File: config.mk
export PLATFORM = sky130hd
export DESIGN_NAME = prom_burn_seq
export DESIGN_NICKNAME = d
export VERILOG_FILES = /design/src/rtl/prom_burn_pkg.sv /design/src/rtl/prom_burn_dp.sv /design/src/rtl/prom_burn_ctrl.sv /design/src/rtl/prom_burn_seq.sv
export SDC_FILE = /design/constraint.sdc
export NUM_CORES = 1
export LEC_CHECK = 0
export BUFFER_PORTS_ARGS = -buffer_cell sky130_fd_sc_hd__buf_2
export CORE_UTILIZATION = 50
export DETAILED_ROUTE_END_ITERATION = 12
export GPL_TIMING_DRIVEN = 0
export PLACE_DENSITY = 0.84
export SKIP_CTS_REPAIR_TIMING = 1
export SLEW_MARGIN = 20
export SYNTH_ARGS = -nofsm -noshare
export SYNTH_HDL_FRONTEND = slang
export SYNTH_SLANG_ARGS = --single-unit
File: constraint.sdc
create_clock -name clk -period 3.5 [get_ports clk]
set_input_delay 0.525 -clock clk [delete_from_list [all_inputs] [get_ports clk]]
set_output_delay 0.525 -clock clk [all_outputs]
set_load 0.02 [all_outputs]
File: src/rtl/prom_burn_pkg.sv
package prom_burn_pkg;

  typedef enum logic [1:0] {
    TSEL_SETUP,
    TSEL_PULSE,
    TSEL_SETTLE,
    TSEL_READ
  } tmr_sel_e;

  typedef enum logic [2:0] {
    ST_IDLE,
    ST_FETCH,
    ST_READ,
    ST_EVAL,
    ST_SETUP,
    ST_PULSE,
    ST_SETTLE,
    ST_DONE
  } burn_state_e;

  // strobes from control to datapath
  typedef struct packed {
    logic     start;
    logic     ldData;
    logic     incAddr;
    logic     ldTimer;
    tmr_sel_e tmrSel;
    logic     capRb;
    logic     clrPulse;
    logic     incPulse;
    logic     locPass;
    logic     locFail;
  } burn_ctl_t;

  // status from datapath to control
  typedef struct packed {
    logic tmrZero;
    logic rbMatch;
    logic rbStuck;
    logic pulsesAtMax;
    logic atLast;
  } burn_sts_t;

endpackage

File: src/rtl/prom_burn_dp.sv
module prom_burn_dp
  import prom_burn_pkg::*;
#(
  parameter int AW          = 15,
  parameter int DW          = 8,
  parameter int CLK_PER_US  = 4,
  parameter int PULSE_US    = 50,
  parameter int MAX_PULSES  = 10,
  parameter int SETUP_CLKS  = 1,
  parameter int SETTLE_CLKS = 2,
  parameter int READ_CLKS   = 2,
  localparam int CW         = $clog2(MAX_PULSES + 1)
) (
  input  logic          clk,
  input  logic          rstN,
  input  burn_ctl_t     ctl,
  input  logic [AW-1:0] baseAddr,
  input  logic [AW-1:0] lastAddr,
  input  logic [DW-1:0] srcData,
  input  logic [DW-1:0] devDataIn,
  output burn_sts_t     sts,
  output logic [AW-1:0] addrQ,
  output logic [DW-1:0] dataQ,
  output logic          locDone,
  output logic          locOk,
  output logic [AW-1:0] locAddr,
  output logic [CW-1:0] locPulses,
  output logic          errSticky,
  output logic [AW-1:0] errAddr
);

  localparam int PULSE_CLKS = CLK_PER_US * PULSE_US;
  localparam int LONG_A     = (PULSE_CLKS > SETUP_CLKS) ? PULSE_CLKS : SETUP_CLKS;
  localparam int LONG_B     = (SETTLE_CLKS > READ_CLKS) ? SETTLE_CLKS : READ_CLKS;
  localparam int LONGEST    = (LONG_A > LONG_B) ? LONG_A : LONG_B;
  localparam int TW         = $clog2(LONGEST + 1);

  logic [AW-1:0] lastQ;
  logic [DW-1:0] rbQ;
  logic [TW-1:0] timerQ;
  logic [TW-1:0] timerLoad;
  logic [CW-1:0] pulseQ;

  // interval length per timed phase, counted down to zero
  always_comb begin
    unique case (ctl.tmrSel)
      TSEL_SETUP:  timerLoad = TW'(SETUP_CLKS - 1);
      TSEL_PULSE:  timerLoad = TW'(PULSE_CLKS - 1);
      TSEL_SETTLE: timerLoad = TW'(SETTLE_CLKS - 1);
      default:     timerLoad = TW'(READ_CLKS - 1);
    endcase
  end

  always_ff @(posedge clk) begin
    if (!rstN) begin
      timerQ <= '0;
    end else if (ctl.ldTimer) begin
      timerQ <= timerLoad;
    end else if (timerQ != '0) begin
      timerQ <= timerQ - 1'b1;
    end
  end

  always_ff @(posedge clk) begin
    if (!rstN) begin
      addrQ <= '0;
      lastQ <= '0;
    end else if (ctl.start) begin
      addrQ <= baseAddr;
      lastQ <= lastAddr;
    end else if (ctl.incAddr) begin
      addrQ <= addrQ + 1'b1;
    end
  end

  always_ff @(posedge clk) begin
    if (!rstN) begin
      dataQ <= '0;
      rbQ   <= '0;
    end else begin
      if (ctl.ldData) dataQ <= srcData;
      if (ctl.capRb)  rbQ   <= devDataIn;
    end
  end

  always_ff @(posedge clk) begin
    if (!rstN) begin
      pulseQ <= '0;
    end else if (ctl.clrPulse) begin
      pulseQ <= '0;
    end else if (ctl.incPulse) begin
      pulseQ <= pulseQ + 1'b1;
    end
  end

  // per-location report, one clock after the decision
  always_ff @(posedge clk) begin
    if (!rstN) begin
      locDone   <= 1'b0;
      locOk     <= 1'b0;
      locAddr   <= '0;
      locPulses <= '0;
    end else begin
      locDone <= ctl.locPass | ctl.locFail;
      if (ctl.locPass | ctl.locFail) begin
        locOk     <= ctl.locPass;
        locAddr   <= addrQ;
        locPulses <= pulseQ;
      end
    end
  end

  always_ff @(posedge clk) begin
    if (!rstN) begin
      errSticky <= 1'b0;
      errAddr   <= '0;
    end else if (ctl.start) begin
      errSticky <= 1'b0;
      errAddr   <= '0;
    end else if (ctl.locFail && !errSticky) begin
      errSticky <= 1'b1;
      errAddr   <= addrQ;
    end
  end

  assign sts.tmrZero     = (timerQ == '0);
  assign sts.rbMatch     = (rbQ == dataQ);
  assign sts.rbStuck     = |(dataQ & ~rbQ);
  assign sts.pulsesAtMax = (pulseQ == CW'(MAX_PULSES));
  assign sts.atLast      = (addrQ == lastQ);

  // the pulse counter never runs past the cap
  assert_pulse_cap_R7: assert property (@(posedge clk) disable iff (!rstN)
    pulseQ <= CW'(MAX_PULSES));

  // a pass decision is only taken on a matching readback
  assert_pass_on_match_R3: assert property (@(posedge clk) disable iff (!rstN)
    ctl.locPass |-> (rbQ == dataQ));

  // the error flag stays set until a new start
  assert_err_sticky_R9: assert property (@(posedge clk) disable iff (!rstN)
    (errSticky && !ctl.start) |=> errSticky);

endmodule

File: src/rtl/prom_burn_ctrl.sv
module prom_burn_ctrl
  import prom_burn_pkg::*;
#(
  parameter int PULSE_CLKS = 200
) (
  input  logic      clk,
  input  logic      rstN,
  input  logic      startIn,
  input  logic      haltOnFail,
  input  logic      srcValid,
  input  burn_sts_t sts,
  output burn_ctl_t ctl,
  output logic      srcReady,
  output logic      ceLow,
  output logic      oeLow,
  output logic      driveData,
  output logic      vppOn,
  output logic      done,
  output logic      busy
);

  burn_state_e stateQ, stateD;
  logic        haltQ;
  logic        finish;

  always_ff @(posedge clk) begin
    if (!rstN) begin
      stateQ <= ST_IDLE;
      haltQ  <= 1'b0;
    end else begin
      stateQ <= stateD;
      if (ctl.start) haltQ <= haltOnFail;
    end
  end

  always_comb begin
    ctl       = '0;
    stateD    = stateQ;
    srcReady  = 1'b0;
    ceLow     = 1'b0;
    oeLow     = 1'b0;
    driveData = 1'b0;
    vppOn     = 1'b0;
    done      = 1'b0;
    finish    = 1'b0;
    unique case (stateQ)
      ST_IDLE: begin
        if (startIn) begin
          ctl.start = 1'b1;
          stateD    = ST_FETCH;
        end
      end
      ST_FETCH: begin
        vppOn    = 1'b1;
        srcReady = 1'b1;
        if (srcValid) begin
          ctl.ldData   = 1'b1;
          ctl.clrPulse = 1'b1;
          ctl.ldTimer  = 1'b1;
          ctl.tmrSel   = TSEL_READ;
          stateD       = ST_READ;
        end
      end
      ST_READ: begin
        vppOn = 1'b1;
        ceLow = 1'b1;
        oeLow = 1'b1;
        if (sts.tmrZero) begin
          ctl.capRb = 1'b1;
          stateD    = ST_EVAL;
        end
      end
      ST_EVAL: begin
        vppOn = 1'b1;
        if (sts.rbMatch) begin
          ctl.locPass = 1'b1;
          finish      = 1'b1;
        end else if (sts.rbStuck || sts.pulsesAtMax) begin
          ctl.locFail = 1'b1;
          finish      = 1'b1;
        end else begin
          ctl.ldTimer = 1'b1;
          ctl.tmrSel  = TSEL_SETUP;
          stateD      = ST_SETUP;
        end
        if (finish) begin
          if (sts.atLast || (ctl.locFail && haltQ)) begin
            stateD = ST_DONE;
          end else begin
            ctl.incAddr = 1'b1;
            stateD      = ST_FETCH;
          end
        end
      end
      ST_SETUP: begin
        vppOn     = 1'b1;
        driveData = 1'b1;
        if (sts.tmrZero) begin
          ctl.ldTimer  = 1'b1;
          ctl.tmrSel   = TSEL_PULSE;
          ctl.incPulse = 1'b1;
          stateD       = ST_PULSE;
        end
      end
      ST_PULSE: begin
        vppOn     = 1'b1;
        driveData = 1'b1;
        ceLow     = 1'b1;
        if (sts.tmrZero) begin
          ctl.ldTimer = 1'b1;
          ctl.tmrSel  = TSEL_SETTLE;
          stateD      = ST_SETTLE;
        end
      end
      ST_SETTLE: begin
        vppOn = 1'b1;
        if (sts.tmrZero) begin
          ctl.ldTimer = 1'b1;
          ctl.tmrSel  = TSEL_READ;
          stateD      = ST_READ;
        end
      end
      default: begin
        done   = 1'b1;
        stateD = ST_IDLE;
      end
    endcase
  end

  assign busy = (stateQ != ST_IDLE);

  // pulse-length checker: counts clocks of chip enable low with output enable high
  logic        inPulse;
  logic        chkPrev;
  logic [31:0] chkRun;
  assign inPulse = ceLow && !oeLow;

  always_ff @(posedge clk) begin
    if (!rstN) begin
      chkPrev <= 1'b0;
      chkRun  <= '0;
    end else begin
      chkPrev <= inPulse;
      chkRun  <= inPulse ? chkRun + 1 : '0;
    end
  end

  // every program pulse lasts exactly the configured clocks
  assert_pulse_width_R5: assert property (@(posedge clk) disable iff (!rstN)
    (chkPrev && !inPulse) |-> (chkRun == 32'(PULSE_CLKS)));

  // completion lasts one clock
  assert_done_single_R11: assert property (@(posedge clk) disable iff (!rstN)
    done |=> !done);

  // a failure in halt mode ends the run next clock
  assert_halt_stops_R10: assert property (@(posedge clk) disable iff (!rstN)
    (ctl.locFail && haltQ) |=> (stateQ == ST_DONE));

  // a start while busy leaves the run in progress
  assert_start_ignored_R2: assert property (@(posedge clk) disable iff (!rstN)
    (busy && stateQ != ST_DONE) |=> busy);

endmodule

File: src/rtl/prom_burn_seq.sv
module prom_burn_seq
  import prom_burn_pkg::*;
#(
  parameter int AW          = 15,
  parameter int DW          = 8,
  parameter int CLK_PER_US  = 4,
  parameter int PULSE_US    = 50,
  parameter int MAX_PULSES  = 10,
  parameter int SETUP_CLKS  = 1,
  parameter int SETTLE_CLKS = 2,
  parameter int READ_CLKS   = 2,
  localparam int CW         = $clog2(MAX_PULSES + 1)
) (
  input  logic          clk,
  input  logic          rstN,
  input  logic          startIn,
  input  logic [AW-1:0] baseAddr,
  input  logic [AW-1:0] lastAddr,
  input  logic          haltOnFail,
  input  logic          srcValid,
  input  logic [DW-1:0] srcData,
  output logic          srcReady,
  output logic [AW-1:0] devAddr,
  output logic [DW-1:0] devDataOut,
  output logic          devDataOe,
  input  logic [DW-1:0] devDataIn,
  output logic          devCeN,
  output logic          devOeN,
  output logic          devVppOn,
  output logic          busy,
  output logic          locDone,
  output logic          locOk,
  output logic [AW-1:0] locAddr,
  output logic [CW-1:0] locPulses,
  output logic          done,
  output logic          runOk,
  output logic          errSticky,
  output logic [AW-1:0] errAddr
);

  burn_ctl_t ctl;
  burn_sts_t sts;
  logic      ceLow, oeLow;

  prom_burn_ctrl #(
    .PULSE_CLKS(CLK_PER_US * PULSE_US)
  ) u_ctrl (
    .clk       (clk),
    .rstN      (rstN),
    .startIn   (startIn),
    .haltOnFail(haltOnFail),
    .srcValid  (srcValid),
    .sts       (sts),
    .ctl       (ctl),
    .srcReady  (srcReady),
    .ceLow     (ceLow),
    .oeLow     (oeLow),
    .driveData (devDataOe),
    .vppOn     (devVppOn),
    .done      (done),
    .busy      (busy)
  );

  prom_burn_dp #(
    .AW         (AW),
    .DW         (DW),
    .CLK_PER_US (CLK_PER_US),
    .PULSE_US   (PULSE_US),
    .MAX_PULSES (MAX_PULSES),
    .SETUP_CLKS (SETUP_CLKS),
    .SETTLE_CLKS(SETTLE_CLKS),
    .READ_CLKS  (READ_CLKS)
  ) u_dp (
    .clk      (clk),
    .rstN     (rstN),
    .ctl      (ctl),
    .baseAddr (baseAddr),
    .lastAddr (lastAddr),
    .srcData  (srcData),
    .devDataIn(devDataIn),
    .sts      (sts),
    .addrQ    (devAddr),
    .dataQ    (devDataOut),
    .locDone  (locDone),
    .locOk    (locOk),
    .locAddr  (locAddr),
    .locPulses(locPulses),
    .errSticky(errSticky),
    .errAddr  (errAddr)
  );

  assign devCeN = ~ceLow;
  assign devOeN = ~oeLow;
  assign runOk  = done & ~errSticky;

endmodule

==> results of run 1 <==
==> logic make-up (layout without fill, tap and decap cells) <==
group	Yosys count	count (layout)	share of synthesized area
AO/OA/AOI/OAI	129	129	0.163
flip-flops	99	99	0.419
AND/OR/NAND/NOR	240	240	0.247
multiplexers	16	16	0.0339
adder cells (fa/ha/maj)	13	13	0.0344
XOR/XNOR	24	24	0.0445
buffers and inverters	58	191	0.0577
==> per-stage QoR <==
stage	setup WS, ns	utilization	area [um2]	power (W)
finish	1.04	0.619	5690	0.00348
global route	0.830	0.619	5690	0.00366
CTS	1.08	0.619	5690	0.00347
detailed placement	1.14	0.593	5460	0.00260
global placement	1.13	0.593	5460	0.00255
floorplan	1.48	-	4730	0.00226
==> worst reg2reg max path: stages, from the launching register on <==
cell and delay [ns]:
dfxtp_1 0.35, inv_1 0.05, ha_1 0.17, nor4_1 0.38, nand3_1 0.39, o21ai_2 0.54, nor3_1 0.16, o311a_1 0.32
==> routing by layer <==
metal,track usage,up-vias,part of all wire
met2,0.472,205,0.48
met4,0.113,0,0.027
met3,0.0576,35,0.078
li1,-,2276,-
met1,0.342,2205,0.42
met5,0,-,0
==> path summary, 6_finish.rpt <==
check,startpoint,end,slack [ns],depth (start not counted)
worst min register to register,u_dp.locAddr[3]$_SDFFE_PN0P_,u_dp.locAddr[3]$_SDFFE_PN0P_,0.46,2
worst max-delay path,u_dp.rbQ[0]$_SDFFE_PN0P_,u_dp.addrQ[9]$_SDFFE_PN0P_,1.04,7
worst min-delay path,srcData[3],u_dp.dataQ[3]$_SDFFE_PN0P_,0.38,3
worst max register to register,u_dp.rbQ[0]$_SDFFE_PN0P_,u_dp.addrQ[9]$_SDFFE_PN0P_,1.04,7
==> state kept, by name, summed over array words and instances (netlist names) <==
| name | count |
|---|---|
| u_dp.dataQ | 8 |
| u_dp.errAddr | 15 |
| u_dp.locOk | 1 |
| u_dp.locDone | 1 |
| u_ctrl.stateQ | 3 |
| u_dp.addrQ | 15 |
| u_dp.errSticky | 1 |
| u_dp.rbQ | 8 |
| u_dp.lastQ | 15 |
| u_dp.locPulses | 4 |
| u_dp.pulseQ | 4 |
| u_ctrl.haltQ | 1 |
| u_dp.timerQ | 8 |
| u_dp.locAddr | 15 |
==> layout make-up <==
type / count / area (um2)
fill: 828 / 3500
multi-input combinational: 422 / 2470
sequential: 99 / 1980
timing repair buffer: 118 / 591
buffer: 41 / 209
tap: 111 / 139
clock buffer: 9 / 124
clock inverter: 6 / 113
inverter: 17 / 63.8
==> power breakdown <==
| part | switching (W) | internal [W] |
|---|---|---|
| Sequential | 0.000147 | 0.00125 |
| Combinational | 0.000750 | 0.000445 |
| Clock | 0.000413 | 0.000475 |
==> cell usage after synthesis (3+ instances only) <==
cell      count  area share
clkbuf_1     21       0.017
o41ai_1       4      0.0074
ha_1         13       0.034
nand2b_1      4      0.0053
a211oi_1      6      0.0095
or4_1         5      0.0079
o31ai_1       3      0.0048
mux2i_1      16       0.034
nand3_1      18       0.019
or3_1         5      0.0066
o21ai_0      21       0.022
o21a_1        4      0.0064
dfxtp_1      99        0.42
a21oi_1      60       0.064
xnor2_1       7       0.013
a31oi_1      12       0.016
buf_2         9      0.0095
o21ai_1       3      0.0032
o211ai_1      5      0.0079
nand2_1     112       0.089
xor2_1       17       0.031
and3_1        4      0.0053
buf_1         3      0.0024
buf_6         3      0.0071
nand4_1       7      0.0093
or4b_1        3      0.0064
inv_1        16       0.013
nor2_1       40       0.032
nor4_1       10       0.013
nor3_1        9      0.0095
nor2b_1       4      0.0053
==> results by group, run 1 <==
Floorplan
  • Initial Util: 0.514
  • Placeable core area: 9200 um2
  • Die area: 9850 um2
  • Die height: 99.2 um
  • Io pins: 119
  • DIE WIDTH: 99.2 um
  • # rows: 35

STA
  • Hold_ws: 0.383 ns
  • Fmax achieved: 406 MHz
  • Slew @ Worst Pin: 0.637 ns
  • Clk_skew: 0.00984 ns
  • Total negative slack: 0 ns
  • Final setup fails: 0
  • Period utilization: 0.703
  • Fin. max-slew vios: 0
  • RSZ-0062 raised after global routing: no
  • Final hold vios: 0
  • Fin crit period: 2.46 ns
  • Worst rel slew slack: 0.572

Critical path
  • Kind of critical path: reg2reg
  • Max stage delay on crit path: 0.54 ns
  • Critical Path Source Type: register
  • CP top delay family: simple AND/OR/NAND/NOR gates
  • Arrival @ worst endpoint: 2.72 ns
  • Worst EP required: 3.76 ns
  • Cell Chain, Critical Path: inv_1 -> ha_1 -> nor4_1 -> nand3_1 -> o21ai_2 -> nor3_1 -> o311a_1
  • Crit-path max FO: 10
  • Slowest CP cell: o21ai_2
  • Buf+Inv Stages, Crit Path: 1
  • Critical path endpoint category: register

Pwr
  • LEAKAGE: 2.36 nW
  • Worst IR Drop VDD: 248 uV
  • Pwr/cell area: 612 nW/um2

Clock network
  • Clock transition at path regs: 0.10 ns
  • Clock Latency Late Sink: 0.37 ns
  • H-tree depth: 3
  • CTS max path bufs: 2
  • CTS tree: built
  • CTS Buf Count: 9
  • Sink Count: 99
  • Root Buffer: clkbuf_8

Cells and area
  • Synth-to-layout area growth: 20.4%
  • Nets: 772
  • # diodes: 0
  • Most common cell after layout, fill and taps aside: buf_2
  • Non-Filler Instances: 823
  • Most frequent cells in the layout: 127 x buf_2, 112 x nand2_1, 99 x dfxtp_1, 60 x a21oi_1, 40 x nor2_1
  • Layout cell share with drive strength beyond 1: 0.229

Global route
  • Overall routing resource usage: 0.277
  • Via count of the first global-routing pass: 4591
  • Antenna violations before repair: 0
  • Global route overflow: 0
  • Largest net degree at the start of global routing: 17
  • First-pass GRT wire length: 21600 um

Flow run
  • Max Cap Violations: 0

Synth
  • Sequential-to-total area share from yosys stat: 0.419
  • Yosys warns: 0
  • Post-Synthesis Cells: 579
  • Net Count, Synth: 643
  • Number of flops mapped to enable cells by yosys: 0
  • Distinct cell type count after synthesis: 60
  • Yosys reg bits: 99
  • Synthesized area per cell: 8.16 um2
  • Share of synthesized flip-flops with an asynchronous set or reset: 0
  • Ys flop type: dfxtp_1
  • Mapped cell area: 4730 um2

Detailed routing
  • DRT antenna net count: 0
  • Pre-Repair DR Iteration Count: 5
  • Total routed wirelength: 13400 um
  • Via count: 4721
  • DR WL/cell: 16.3 um
  • Number of vias per cell: 5.74
  • DRC: 0
  • DRT iter0 DRCs: 317

Placed design
  • Placed instance count: 808
  • Hpwl dp: 10000 um
  • Gp weighted congestion: 0.989
  • Port bufs: 118

Status
  • Status: complete, no violations

Min path
  • Hold/Removal Path Class: in2reg
(Power assumes the default switching activity.)
==> inputs of run 2 (changes only) <==
--- a/config.mk
+++ b/config.mk
@@ -6,7 +6,7 @@
 export NUM_CORES = 1
 export LEC_CHECK = 0
 export BUFFER_PORTS_ARGS = -buffer_cell sky130_fd_sc_hd__buf_2
-export CORE_UTILIZATION = 50
+export CORE_UTILIZATION = 48
 export DETAILED_ROUTE_END_ITERATION = 12
 export GPL_TIMING_DRIVEN = 0
 export PLACE_DENSITY = 0.84
==> constraint.sdc (replaced) <==
create_clock -name clk -period 2.1 [get_ports clk]
set_input_delay 0.315 -clock clk [delete_from_list [all_inputs] [get_ports clk]]
set_output_delay 0.315 -clock clk [all_outputs]
set_load 0.02 [all_outputs]
==> results by group, run 2 (synthesis gave the netlist of run 1 again) <==
Detailed routing
  • Number of vias per cell: 5.75
  • DRT antenna net count: 0
  • Routed wl met2: 7080 um
  • Via count: 4978
  • DR WL/cell: 17.0 um
  • Pre-Repair DR Iteration Count: 5
  • DRT iter0 DRCs: 327
  • Top sig layer: met4
  • Met3 Wirelength: 1400 um
  • Total routed wirelength: 14700 um
  • DRC: 0
  • DRT met1 WL: 5690 um

Floorplan
  • Die area: 10200 um2
  • Io pins: 119
  • # rows: 35
  • DIE WIDTH: 101 um
  • Initial Util: 0.504
  • Placeable core area: 9370 um2
  • Die height: 101 um

Critical path
  • Reg2Reg Depth: 10
  • Crit-path max FO: 8
  • Cell Chain, Critical Path: inv_2 -> ha_4 -> nand4_1 -> buf_6 -> o21ai_4 -> buf_6 -> o211ai_1 -> buf_4 -> or4_4 -> a31oi_1
  • Critical path endpoint category: register
  • Max stage delay on crit path: 0.40 ns
  • Worst EP required: 2.40 ns
  • Slowest CP cell: or4_4
  • Critical Path Source Type: register
  • Arrival @ worst endpoint: 2.42 ns
  • Most frequent CP cell: buf_6
  • Kind of critical path: reg2reg

Clock network
  • Sink Count: 99
  • CTS tree: built
  • Clock transition at path regs: 0.11 ns
  • Root Buffer: clkbuf_8
  • CTS max path bufs: 2
  • Clock Latency Late Sink: 0.38 ns
  • CTS Buf Count: 9
  • H-tree depth: 3

Cells and area
  • Nets: 796
  • Layout cell share with drive strength beyond 1: 0.319
  • Synth-to-layout area growth: 28.9%
  • Fill count: 816
  • Seq. cell area: 2000 um2
  • Non-Filler Instances: 866
  • Multi-input logic area: 2670 um2
  • Most frequent cells in the layout: 125 x buf_2, 112 x nand2_1, 85 x dfxtp_1, 60 x a21oi_1, 39 x nor2_1
  • Most common cell after layout, fill and taps aside: buf_2
  • # diodes: 0

Status
  • Failing checks: setup timing
  • Status: finished, violations left

Global route
  • Antenna violations before repair: 0
  • Largest net degree at the start of global routing: 19
  • Overall routing resource usage: 0.277
  • First-pass GRT wire length: 21900 um
  • Via count of the first global-routing pass: 4540
  • Global route overflow: 0

STA
  • Setup WS post-layout: -0.0197 ns
  • Final setup fails: 2
  • Final hold vios: 0
  • Clk_skew: 0.0157 ns
  • Fmax achieved: 472 MHz
  • Period utilization: 1.01
  • RSZ-0062 raised after global routing: yes
  • Worst rel slew slack: 0.601
  • Fin. max-slew vios: 0
  • Slew @ Worst Pin: 0.599 ns
  • Fin crit period: 2.12 ns

Pwr
  • LEAKAGE: 2.55 nW
  • Worst IR Drop VDD: 555 uV
  • Pwr/cell area: 977 nW/um2

Min path
  • Worst hold path cell count: 3
  • Hold/Removal Path Class: in2reg

Placed design
  • Port bufs: 118
  • Gp weighted congestion: 0.954
  • Post-placement setup slack: -0.303 ns
  • Placed instance count: 826
  • Hpwl dp: 10200 um

Flow run
  • Max Cap Violations: 0
## run 2: cell type report
type,instances,area share
tap,129,0.0265
buffer,40,0.0365
inverter,17,0.0105
multi-input combinational,424,0.439
timing repair buffer,141,0.129
sequential,99,0.328
clock inverter,6,0.00965
clock buffer,10,0.0209
## run 2: per-layer routing
metal | vias to the layer above | track usage
li1 | 2325 | -
met1 | 2292 | 0.332
met2 | 313 | 0.487
met3 | 48 | 0.0524
met4 | 0 | 0.116
met5 | - | 0
## run 2: stage by stage
| step | total power (W) | TNS [ns] | instance area, um2 | utilization | hold WS, ns |
|---|---|---|---|---|---|
| after detailed placement | 0.00435 | -8.83 | 5480 | 0.585 | 0.451 |
| after global routing | 0.00625 | -0.664 | 6090 | 0.650 | 0.170 |
| after floorplan | 0.00376 | 0 | 4730 | - | 0.436 |
| after global placement | 0.00427 | -6.02 | 5480 | 0.585 | 0.445 |
| after CTS | 0.00553 | -10.71 | 5670 | 0.605 | 0.160 |
| final | 0.00596 | -0.0343 | 6090 | 0.650 | 0.162 |
## run 2: critical path, delay by kind of cell (launching register included)
| family | cells | cell delay [ns] |
|---|---|---|
| buffers and inverters | 4 | 0.51 |
| AND/OR/NAND/NOR | 2 | 0.52 |
| AO/OA/AOI/OAI | 3 | 0.40 |
| adder cells (fa/ha/maj) | 1 | 0.25 |
| flip-flops | 1 | 0.36 |
## run 2: final timing paths
path | startpoint | slack, ns | endpoint
worst max-delay path | u_dp.rbQ[6]$_SDFFE_PN0P_ | -0.02 | u_dp.addrQ[6]$_SDFFE_PN0P_
worst min-delay path | lastAddr[4] | 0.16 | u_dp.lastQ[4]$_SDFFE_PN0P_
worst max register to register | u_dp.rbQ[6]$_SDFFE_PN0P_ | -0.02 | u_dp.addrQ[6]$_SDFFE_PN0P_
worst min register to register | u_dp.locPulses[2]$_SDFFE_PN0P_ | 0.46 | u_dp.locPulses[2]$_SDFFE_PN0P_
## run 2: where the power goes
part,internal (W),switching (W)
Clock,0.000459,0.000723
Sequential,0.00209,0.000260
Combinational,0.000963,0.00146
Total,0.00352,0.00244
==> inputs of run 3 (changes only) <==
--- a/config.mk
+++ b/config.mk
@@ -5,7 +5,9 @@
 export SDC_FILE = /design/constraint.sdc
 export NUM_CORES = 1
 export LEC_CHECK = 0
+export ABC_AREA = 1
 export BUFFER_PORTS_ARGS = -buffer_cell sky130_fd_sc_hd__buf_2
+export CAP_MARGIN = 20
 export CORE_UTILIZATION = 48
 export DETAILED_ROUTE_END_ITERATION = 12
 export GPL_TIMING_DRIVEN = 0
==> results by group, run 3 <==
Clock network
  • Clock Latency Late Sink: 0.37 ns
  • CTS Buf Count: 9
  • CTS tree: built
  • Clock transition at path regs: 0.10 ns
  • Root Buffer: clkbuf_8
  • CTS max path bufs: 2
  • Sink Count: 99
  • H-tree depth: 3

Cells and area
  • Nets: 901
  • Final core occ: 0.594
  • Fill count: 965
  • Multi-input logic area: 2450 um2
  • Most common cell after layout, fill and taps aside: nand2_1
  • Seq. cell area: 1980 um2
  • Layout cell share with drive strength beyond 1: 0.222
  • Most frequent cells in the layout: 154 x nand2_1, 131 x buf_2, 115 x nor2_1, 99 x dfxtp_1, 81 x a21oi_1
  • Synth-to-layout area growth: 19.5%
  • # diodes: 0

Floorplan
  • Die height: 103 um
  • Die area: 10600 um2
  • Initial Util: 0.497
  • Io pins: 119
  • Placeable core area: 9820 um2
  • DIE WIDTH: 103 um
  • # rows: 36

Detailed routing
  • DRT antenna net count: 0
  • DR WL/cell: 13.8 um
  • Total routed wirelength: 13500 um
  • DRT iter0 DRCs: 267
  • DRC: 0
  • Via count: 5020
  • Number of vias per cell: 5.15
  • Pre-Repair DR Iteration Count: 5

Placed design
  • Port bufs: 118
  • Hpwl dp: 10100 um
  • Gp weighted congestion: 0.897
  • Post-placement setup slack: 0.216 ns

Min path
  • Hold/Removal Path Class: in2reg
  • Beginning of the worst hold path: srcData[7]

Synth
  • Post-synth top area cell: dfxtp_1
  • Top-count cell post-synth: nand2_1
  • Share of synthesized flip-flops with an asynchronous set or reset: 0
  • Synthesized area per cell: 6.89 um2
  • Sequential-to-total area share from yosys stat: 0.406
  • Yosys reg bits: 99
  • Net Count, Synth: 772
  • Number of flops mapped to enable cells by yosys: 0
  • Ys flop type: dfxtp_1
  • Mapped cell area: 4880 um2
  • Synth top area cells: dfxtp_1 41%, nand2_1 12%, nor2_1 8.8%, a21oi_1 8.3%, o21ai_0 4.6%
  • Most frequent cells after synthesis: 154 x nand2_1, 115 x nor2_1, 99 x dfxtp_1
  • Distinct cell type count after synthesis: 33
  • Area share of the largest cell type after synthesis: 0.406
  • Yosys warns: 0
  • Post-Synthesis Cells: 708

Pwr
  • Worst IR Drop VDD: 806 uV
  • LEAKAGE: 2.84 nW
  • Pwr/cell area: 1220 nW/um2

Critical path
  • Critical Path Source Type: register
  • Kind of critical path: reg2reg
  • Worst EP required: 2.37 ns
  • Cell Chain, Critical Path: ha_1 -> nand3_2 -> nor2_1 -> nand3_1 -> xor2_1 -> nand2_1 -> nand2_1 -> a21oi_1 -> nor2_1
  • Arrival @ worst endpoint: 2.17 ns
  • Slowest CP cell: dfxtp_1
  • R2R Path Start: u_dp.addrQ[0]$_SDFFE_PN0P_
  • Max stage delay on crit path: 0.53 ns
  • Critical path endpoint category: register
  • CP Launch Point: u_dp.addrQ[0]$_SDFFE_PN0P_
  • Crit-path max FO: 9

STA
  • Fin crit period: 1.90 ns
  • Total negative slack: 0 ns
  • Fin. max-slew vios: 0
  • Slew @ Worst Pin: 0.543 ns
  • Worst rel slew slack: 0.638
  • RSZ-0062 raised after global routing: no
  • Fmax achieved: 526 MHz
  • Final hold vios: 0
  • Final setup fails: 0
  • Setup WS post-layout: 0.197 ns
  • Clk_skew: 0.0175 ns
  • Period utilization: 0.906

Global route
  • First-pass GRT wire length: 21200 um
  • Largest net degree at the start of global routing: 18
  • Global route overflow: 0
  • Antenna violations before repair: 0
  • Overall routing resource usage: 0.265
  • Via count of the first global-routing pass: 4476

Flow run
  • Max Cap Violations: 0

Status
  • Status: complete, no violations
[run 3: power breakdown]
group	internal (W)	leakage, nW	switching [W]
logic	0.00113	1.93	0.00214
registers	0.00225	0.807	0.000363
clock network	0.000560	0.0980	0.000701
[run 3: per-stage QoR]
stage | power, W | cell area, um2 | cells | hold WS [ns]
floorplan | 0.00498 | 4880 | 708 | 0.433
detailed placement | 0.00588 | 5640 | 959 | 0.450
global placement | 0.00581 | 5640 | 959 | 0.446
CTS | 0.00712 | 5830 | 974 | 0.184
global route | 0.00770 | 5830 | 974 | 0.192
finish | 0.00714 | 5830 | 974 | 0.196
[run 3: routing by layer]
layer | vias up | GRT usage | wire [um]
li1 | 2533 | - | -
met1 | 2242 | 0.334 | 5840
met2 | 218 | 0.449 | 6200
met3 | 27 | 0.0522 | 1130
met4 | 0 | 0.0975 | 310
met5 | - | 0 | 0
[run 3: layout make-up]
type,count,area share
clock inverter,6,0.0122
multi-input combinational,509,0.420
clock buffer,9,0.0212
sequential,99,0.340
buffer,31,0.0330
inverter,69,0.0444
tap,133,0.0285
timing repair buffer,118,0.101
[run 3: final timing paths]
check	end	slack, ns	cells past startpoint
setup / recovery	u_dp.addrQ[14]$_SDFFE_PN0P_	0.20	9
hold / removal	u_dp.dataQ[7]$_SDFFE_PN0P_	0.20	3
setup reg to reg	u_dp.addrQ[14]$_SDFFE_PN0P_	0.20	9
hold reg to reg	u_dp.rbQ[1]$_SDFFE_PN0P_	0.46	2
[run 3: critical path, delay by kind of cell, from the launching register on]
| kind | cells | cell delay, ns |
|---|---|---|
| and+or+nand+nor | 6 | 0.75 |
| DFF | 1 | 0.53 |
| AOI/OAI and AO/OA | 1 | 0.12 |
| xor gates and xnor gates | 1 | 0.16 |
| adders and majority gates | 1 | 0.26 |
[run 3: cell families after synthesis]
logic type	count (synthesis)	share of synthesized area
fa+ha+maj	13	0.0333
xor+xnor	9	0.0162
buf+inv	100	0.0925
compound gates	146	0.153
simple gates	341	0.299
flops	99	0.406
